[src/rtl/flash_pgm_cui.sv]
module flash_pgm_cui #(
  parameter int AW       = 6,
  parameter int DW       = 16,
  parameter int BLKW     = 2,
  parameter int BUSY_CYC = 8
) (
  input  logic                   clk,
  input  logic                   rst_n,
  input  logic                   we,
  input  logic [AW-1:0]          addr,
  input  logic [DW-1:0]          wdata,
  input  logic                   vpp_low,
  input  logic [(1<<BLKW)-1:0]   lock_mask,
  input  logic [DW-1:0]          weak_bits,
  output logic [DW-1:0]          rdata
);
  localparam int DEPTH = 1 << AW;
  localparam int CW    = $clog2(BUSY_CYC + 1);

  typedef enum logic [1:0] {S_IDLE = 2'd0, S_DATA = 2'd1, S_BUSY = 2'd2} st_t;

  st_t             state;
  logic            stat_mode;
  logic [7:0]      sr;
  logic [CW-1:0]   cnt;
  logic [AW-1:0]   pa;
  logic [DW-1:0]   pd, pw;
  logic [DW-1:0]   mem [DEPTH];

  wire [7:0]      cmd    = wdata[7:0];
  wire            locked = lock_mask[addr[AW-1 -: BLKW]];
  wire [DW-1:0]   merged = mem[pa] & (pd | pw);
  wire            vfail  = |(merged & ~pd);

  assign rdata = stat_mode ? {{(DW-8){1'b0}}, sr} : mem[addr];

  always_ff @(posedge clk) begin
    if (!rst_n) begin
      state     <= S_IDLE;
      stat_mode <= 1'b0;
      sr        <= 8'h80;
      cnt       <= '0;
      pa        <= '0;
      pd        <= '0;
      pw        <= '0;
      for (int i = 0; i < DEPTH; i++) mem[i] <= '1;
    end else begin
      case (state)
        S_IDLE: if (we) begin
          case (cmd)
            8'h40, 8'h10: begin
              state     <= S_DATA;
              stat_mode <= 1'b1;
            end
            8'h50: begin
              sr[5] <= 1'b0;
              sr[4] <= 1'b0;
              sr[3] <= 1'b0;
              sr[1] <= 1'b0;
            end
            8'hFF: stat_mode <= 1'b0;
            default: ;
          endcase
        end
        S_DATA: if (we) begin
          stat_mode <= 1'b1;
          if (vpp_low) begin
            sr[4] <= 1'b1;
            sr[3] <= 1'b1;
            state <= S_IDLE;
          end else if (locked) begin
            sr[4] <= 1'b1;
            sr[1] <= 1'b1;
            state <= S_IDLE;
          end else begin
            pa    <= addr;
            pd    <= wdata;
            pw    <= weak_bits;
            cnt   <= CW'(BUSY_CYC - 1);
            sr[7] <= 1'b0;
            state <= S_BUSY;
          end
        end
        S_BUSY: begin
          if (cnt == '0) begin
            mem[pa] <= merged;
            if (vfail) sr[4] <= 1'b1;
            sr[7] <= 1'b1;
            state <= S_IDLE;
          end else begin
            cnt <= cnt - 1'b1;
          end
        end
        default: state <= S_IDLE;
      endcase
    end
  end
endmodule


[config.mk]
export PLATFORM = sky130hd
export DESIGN_NAME = flash_pgm_cui
export DESIGN_NICKNAME = d
export VERILOG_FILES = /design/src/rtl/flash_pgm_cui.sv
export SDC_FILE = /design/constraint.sdc
export NUM_CORES = 2
export LEC_CHECK = 0
export CAP_MARGIN = 20
export CORE_MARGIN = 5
export CORE_UTILIZATION = 40
export CTS_CLUSTER_SIZE = 20
export DETAILED_ROUTE_END_ITERATION = 8
export DONT_BUFFER_PORTS = 1
export GPL_ROUTABILITY_DRIVEN = 0
export MAX_ROUTING_LAYER = met4
export SKIP_CTS_REPAIR_TIMING = 1
export SYNTH_ARGS = -nofsm -noshare
export SYNTH_HDL_FRONTEND = slang
export SYNTH_SLANG_ARGS = --single-unit
export TNS_END_PERCENT = 30
[constraint.sdc]
create_clock -name clk -period 6.4 [get_ports clk]
set_clock_uncertainty 0.2 [all_clocks]
set_input_delay 1.28 -clock clk [delete_from_list [all_inputs] [get_ports clk]]
set_output_delay 1.28 -clock clk [all_outputs]
set_load 0.05 [all_outputs]
# Word-level counts from Yosys, hierarchy flattened
# Memory sizes are Yosys's and may differ from the RTL's. A register that Yosys moved wholly into a read port is not among the register bits.
# Index checks and enable logic that the tools add are counted.
# Widths: inputs -> output; s select.
dict set report word_totals {
  out_inout_bits 16
  register_bits 49
  inputBits 46
  memories 1
  ram_bits 1024
}
# memory depth word_bits rd rd_clocked_by_memory_dff write_ports line
set memory_table {}
lappend memory_table {mem 64 16 2 1 64 28} ;# logic [DW-1:0] mem [DEPTH];
dict set report op_classes {
  reduce_logical 16
  bitwise 6
  n_lt_le_gt_ge 1
  mux 49
  addsub 1
  n_eq_ne 19
}
# op n
set op_table {}
lappend op_table {{$and 16x16->16} 2}
lappend op_table {{$mux 16} 2}
lappend op_table {{$reduce_or 16->1} 2}
lappend op_table {{$mux 1} 22}
lappend op_table {{$mux 2} 9}
lappend op_table {{$mux 6} 3}
lappend op_table {{$ne 2x2->1 const B} 9}
lappend op_table {{$eq 8x7->1 const B} 2}
lappend op_table {{$mux 4} 4}
lappend op_table {{$not 16->16} 1}
lappend op_table {{$or 16x16->16} 1}
lappend op_table {{$reduce_and 5->1} 3}
lappend op_table {{$reduce_and 4->1} 3}
lappend op_table {{$pmux 1 s2} 5}
lappend op_table {{$eq 8x5->1 const B} 1}
lappend op_table {{$eq 8x8->1 const B} 1}
lappend op_table {{$pmux 4 s2} 1}
lappend op_table {{$reduce_and 7->1} 1}
lappend op_table {{$pmux 2 s3} 1}
lappend op_table {{$reduce_and 6->1} 1}
lappend op_table {{$logic_not 4->1} 1}
lappend op_table {{$ne 2x1->1 const B} 2}
lappend op_table {{$reduce_bool 2->1} 2}
lappend op_table {{$sub 4x1->4 const B} 1}
lappend op_table {{other kinds (11)} 12}

# Depth between registers and ports, before layout
dict set report depth {
  ltp_word 7
  mapped_depth 14
  mapped_depth_nobuf 9
}

# Worst setup path after synthesis
# No wires, ideal clock.
dict set report synth_timing {
  path_kind {input port to output port}
  from {input port addr[0]}
  to {output port rdata[0]}
  stages 7
  slack_ns 0.903
  path_buffers 3
  t_arrival_ns 4.017
  cell_sequence {clkbuf_1 > buf_2 > buf_1 > mux4_2 > mux4_2 > mux4_2 > nor2b_1}
}
dict set report synth_via {
  elab_chain_cells 2
}
# item line
set synth_lines {}
lappend synth_lines {{start, declared} 10} ;# input logic [AW-1:0] addr,
lappend synth_lines {{$mem_v2 64x16} --}
lappend synth_lines {{$mux 16} 35} ;# assign rdata = stat_mode ? {{(DW-8){1'b0}}, sr} : mem[addr];
lappend synth_lines {{end, declared} 15} ;# output logic [DW-1:0] rdata
# Every way passes these cells.

# Final worst setup path
dict set report layout_timing {
  from {input port addr[1]}
  to {output port rdata[7]}
}
# Same word-level chain as after synthesis.

==> metrics <==
outcome=complete, no violations; Max IR drop VDD=192 uV; synthesized netlist cell count=between 3k and 4k; number of pins with negative max-slew slack in the final report=0; Worst EP required=slightly below 5 ns; EDFF count, synth=1024; Slew HR=17.3%; cell type with the highest aggregate area in the netlist=sky130_fd_sc_hd__edfxtp_1; half-perimeter wire length of the detailed placement result=131000 um; average vias per placed instance=roughly 6.6; sequential-to-total area share from yosys stat=a little under three fifths; clock tree from TritonCTS=yes; unrepaired setup endpoints after global routing=false; WS Path Type=in -> out; Ports=62; Die Footprint=146000 um2; DR pass1 iterations=7; final setup fails=0; Post-Route Setup TNS=0 ns; net count of the mapped netlist=between 3k and 4k; most frequent cell after synthesis=sky130_fd_sc_hd__nand2_1; Max Fclk=around 190 MHz; fraction of synthesized cell area taken by the top area cell type=55.6%; DR iter-0 viols=between 6k and 7k; wire length per cell=around 37 um; gr ovfl total=0; classification of the worst-slack hold path=reg -> reg; number of antenna violations at the first check in global routing=11; pre-CTS WS=between 1 and 1.5 ns; pin count of the biggest net entering global routing=approximately 260; fraction of the cycle the final worst path needs=82.7%; endpoint of the worst-slack reg-to-reg timing path=mem[55][8]$_SDFFCE_PN1P_; number of synthesized register bits=1079; portion of total power attributed to the clock network=43.4%; worst reg2reg path depth=8; cell area after technology mapping=55300 um2; crit start category=input pin; Hold Path Cell Cnt=2; maximum fanout along the worst path=257; Syn Area/Cell=around 14 um2; most instantiated flip-flop cell in the synthesis netlist=sky130_fd_sc_hd__edfxtp_1; Std-Cell Rows=approximately 140; Residual DRC=0; Netlist cell types=78; area overhead of the layout relative to synthesis=11.2%; Arrival @ worst endpoint=3.81 ns; initial core utilization=40.2%; clock root buffer=sky130_fd_sc_hd__clkbuf_16; number of nets with antenna violations after routing=0; static leakage=0.0148 uW; Final Hold Violating Endpoints=0; global routing usage summed across all routing layers=29.0%; height of the chip=382 um; width of the die=382 um; input/output buffers=0; switching power total=around 3200 uW; Detailed Route WL=about 210000 um; cell internal power dissipation=about 11000 uW; max capacitance violation total=0; Net Sw Frac=22.0%; utilization of the core after routing=44.7%; H-tree level count=3; count of synthesis-stage warnings from yosys=0; minimum setup slack in the final design=between 1 and 1.5 ns; sequential power share=~53%; via count of the routed design=37.6k; clock network latency to the later pin of the worst-skew pair=approximately 0.75 ns; total number of clock tree sinks=1079; maximum clock insertion buffer count=3; fin crit period=5.29 ns; share of async-settable or async-resettable flops after synthesis=0%; Clk pin slew, worst setup/hold paths=roughly 0.06 ns; setup slack of the worst register-to-register path=1.30 ns; Combinational Power Share=under 10%; area inside the core boundary=between 100000 and 150000 um2; nature of the critical path endpoint=output port; measured slew at the worst slew-check pin=1.24 ns; number of global-route vias before repair=36.0k; most frequent cells after synthesis=sky130_fd_sc_hd__nand2_1 (1144), sky130_fd_sc_hd__edfxtp_1 (1024), sky130_fd_sc_hd__mux4_2 (552); CTS buffer count=110; total number of nets in the final design=around 3.8k; share of post-route cells with drive strength above 1=27.5%; hold-critical path endpoint=sr[1]$_SDFFE_PN0P_; first-pass GRT wire length=288000 um; Hold Path Origin=sr[1]$_SDFFE_PN0P_; cells taking the most area after synthesis=sky130_fd_sc_hd__edfxtp_1 (56%), sky130_fd_sc_hd__mux4_2 (22%), sky130_fd_sc_hd__nand2_1 (7.8%); Power Dens Cells=around 240 nW/um2
[power by group through the flow]
stage          clock (uW)  combinational, uW  sequential, uW
5_1_grt              6700                537            7800
6_report             6390                539            7790
2_1_floorplan           0                396            7940
3_5_place_dp            0                525            7940
3_3_place_gp            0                524            7940
4_1_cts              6420                527            7790
[flip-flops by register name (all words and copies together) (netlist names), named ones only]
signal / cells
mem: 1024
cnt: 4
stat_mode: 1
state: 2
pd: 16
pw: 16
pa: 6
sr: 4
[worst max path at each step]
stage	to	start	slack, ns
6_report	rdata[7]	addr[1]	1.11
5_1_grt	rdata[3]	addr[0]	1.26
4_1_cts	rdata[7]	addr[0]	1.20
3_5_place_dp	rdata[7]	addr[0]	1.19
3_3_place_gp	rdata[7]	addr[0]	1.16
2_1_floorplan	rdata[0]	addr[0]	0.90
[per-layer routing]
metal  global-route usage (%)  vias up  routed length [um]
li1                         -    14700                   -
met1                     36.4    19200               73200
met2                     40.8     2995               90200
met3                     9.84      654               30200
met4                     17.0        0               15000
met5                        -        -                   0
[cells by family (layout without fill, tap and decap cells)]
family | Yosys count | after routing | share of synthesized area [%]
AOI/OAI and AO/OA | 323 | 323 | 4.01
xor gates and xnor gates | 1 | 1 | 0.0158
adders and majority gates | 4 | 4 | 0.0905
buffers and inverters | 398 | 391 | 3.32
DFF | 1079 | 1079 | 57.6
muxes | 674 | 674 | 24.7
other | 0 | 10 | 0
and+or+nand+nor | 1403 | 1403 | 10.3
[cells in the final DEF (no fill, tap or decap), drive strengths merged, types with 7 or more instances in the layout]
cell type  synthesis  final
diode              0     10
clkinv             0     51
o21ai             94     94
edfxtp          1024   1024
a21boi            38     38
nor2             100    100
nand3             25     25
nor4               9      9
nor2b             33     33
o22ai             44     44
mux4             552    552
or3b               9      9
dfxtp             55     55
clkbuf           197    136
mux2i            111    111
mux2              11     11
or2               10     10
buf              185    172
bufinv             0      7
nand3b            12     12
nand2b            13     13
a21oi             31     31
a22oi             38     38
nor3              15     15
a2111oi            7      7
nand2           1144   1144
o221ai            11     11
inv               16     22
[final cells by class]
class / count / area [um2]
fillers: 12000 / 76000
flip-flops and latches: 1079 / 31900
multi-input cells: 2405 / 22300
clock buffers: 136 / 2950
well taps: 1794 / 2240
repair buffers: 172 / 1560
clock inverters: 67 / 523
inverters: 16 / 60.1
diodes: 10 / 25.0
[worst max-delay path: stages]
cell	delay, ns
sky130_fd_sc_hd__mux4_2	0.51
sky130_fd_sc_hd__mux4_2	0.60
sky130_fd_sc_hd__mux4_2	0.60
sky130_fd_sc_hd__mux2_2	0.43
[per-stage QoR]
stage               instance area [um2]  hold WS (ns)  total power (uW)  std cells
floorplan                         55300         0.231              8330       3882
global placement                  57700         0.254              8470       5450
detailed placement                57900         0.254              8470       5460
CTS                               61300         0.271             14700       5663
global route                      61500         0.310             15000       5676
finish                            61500         0.269             14700       5679
(Power assumes the default switching activity.)
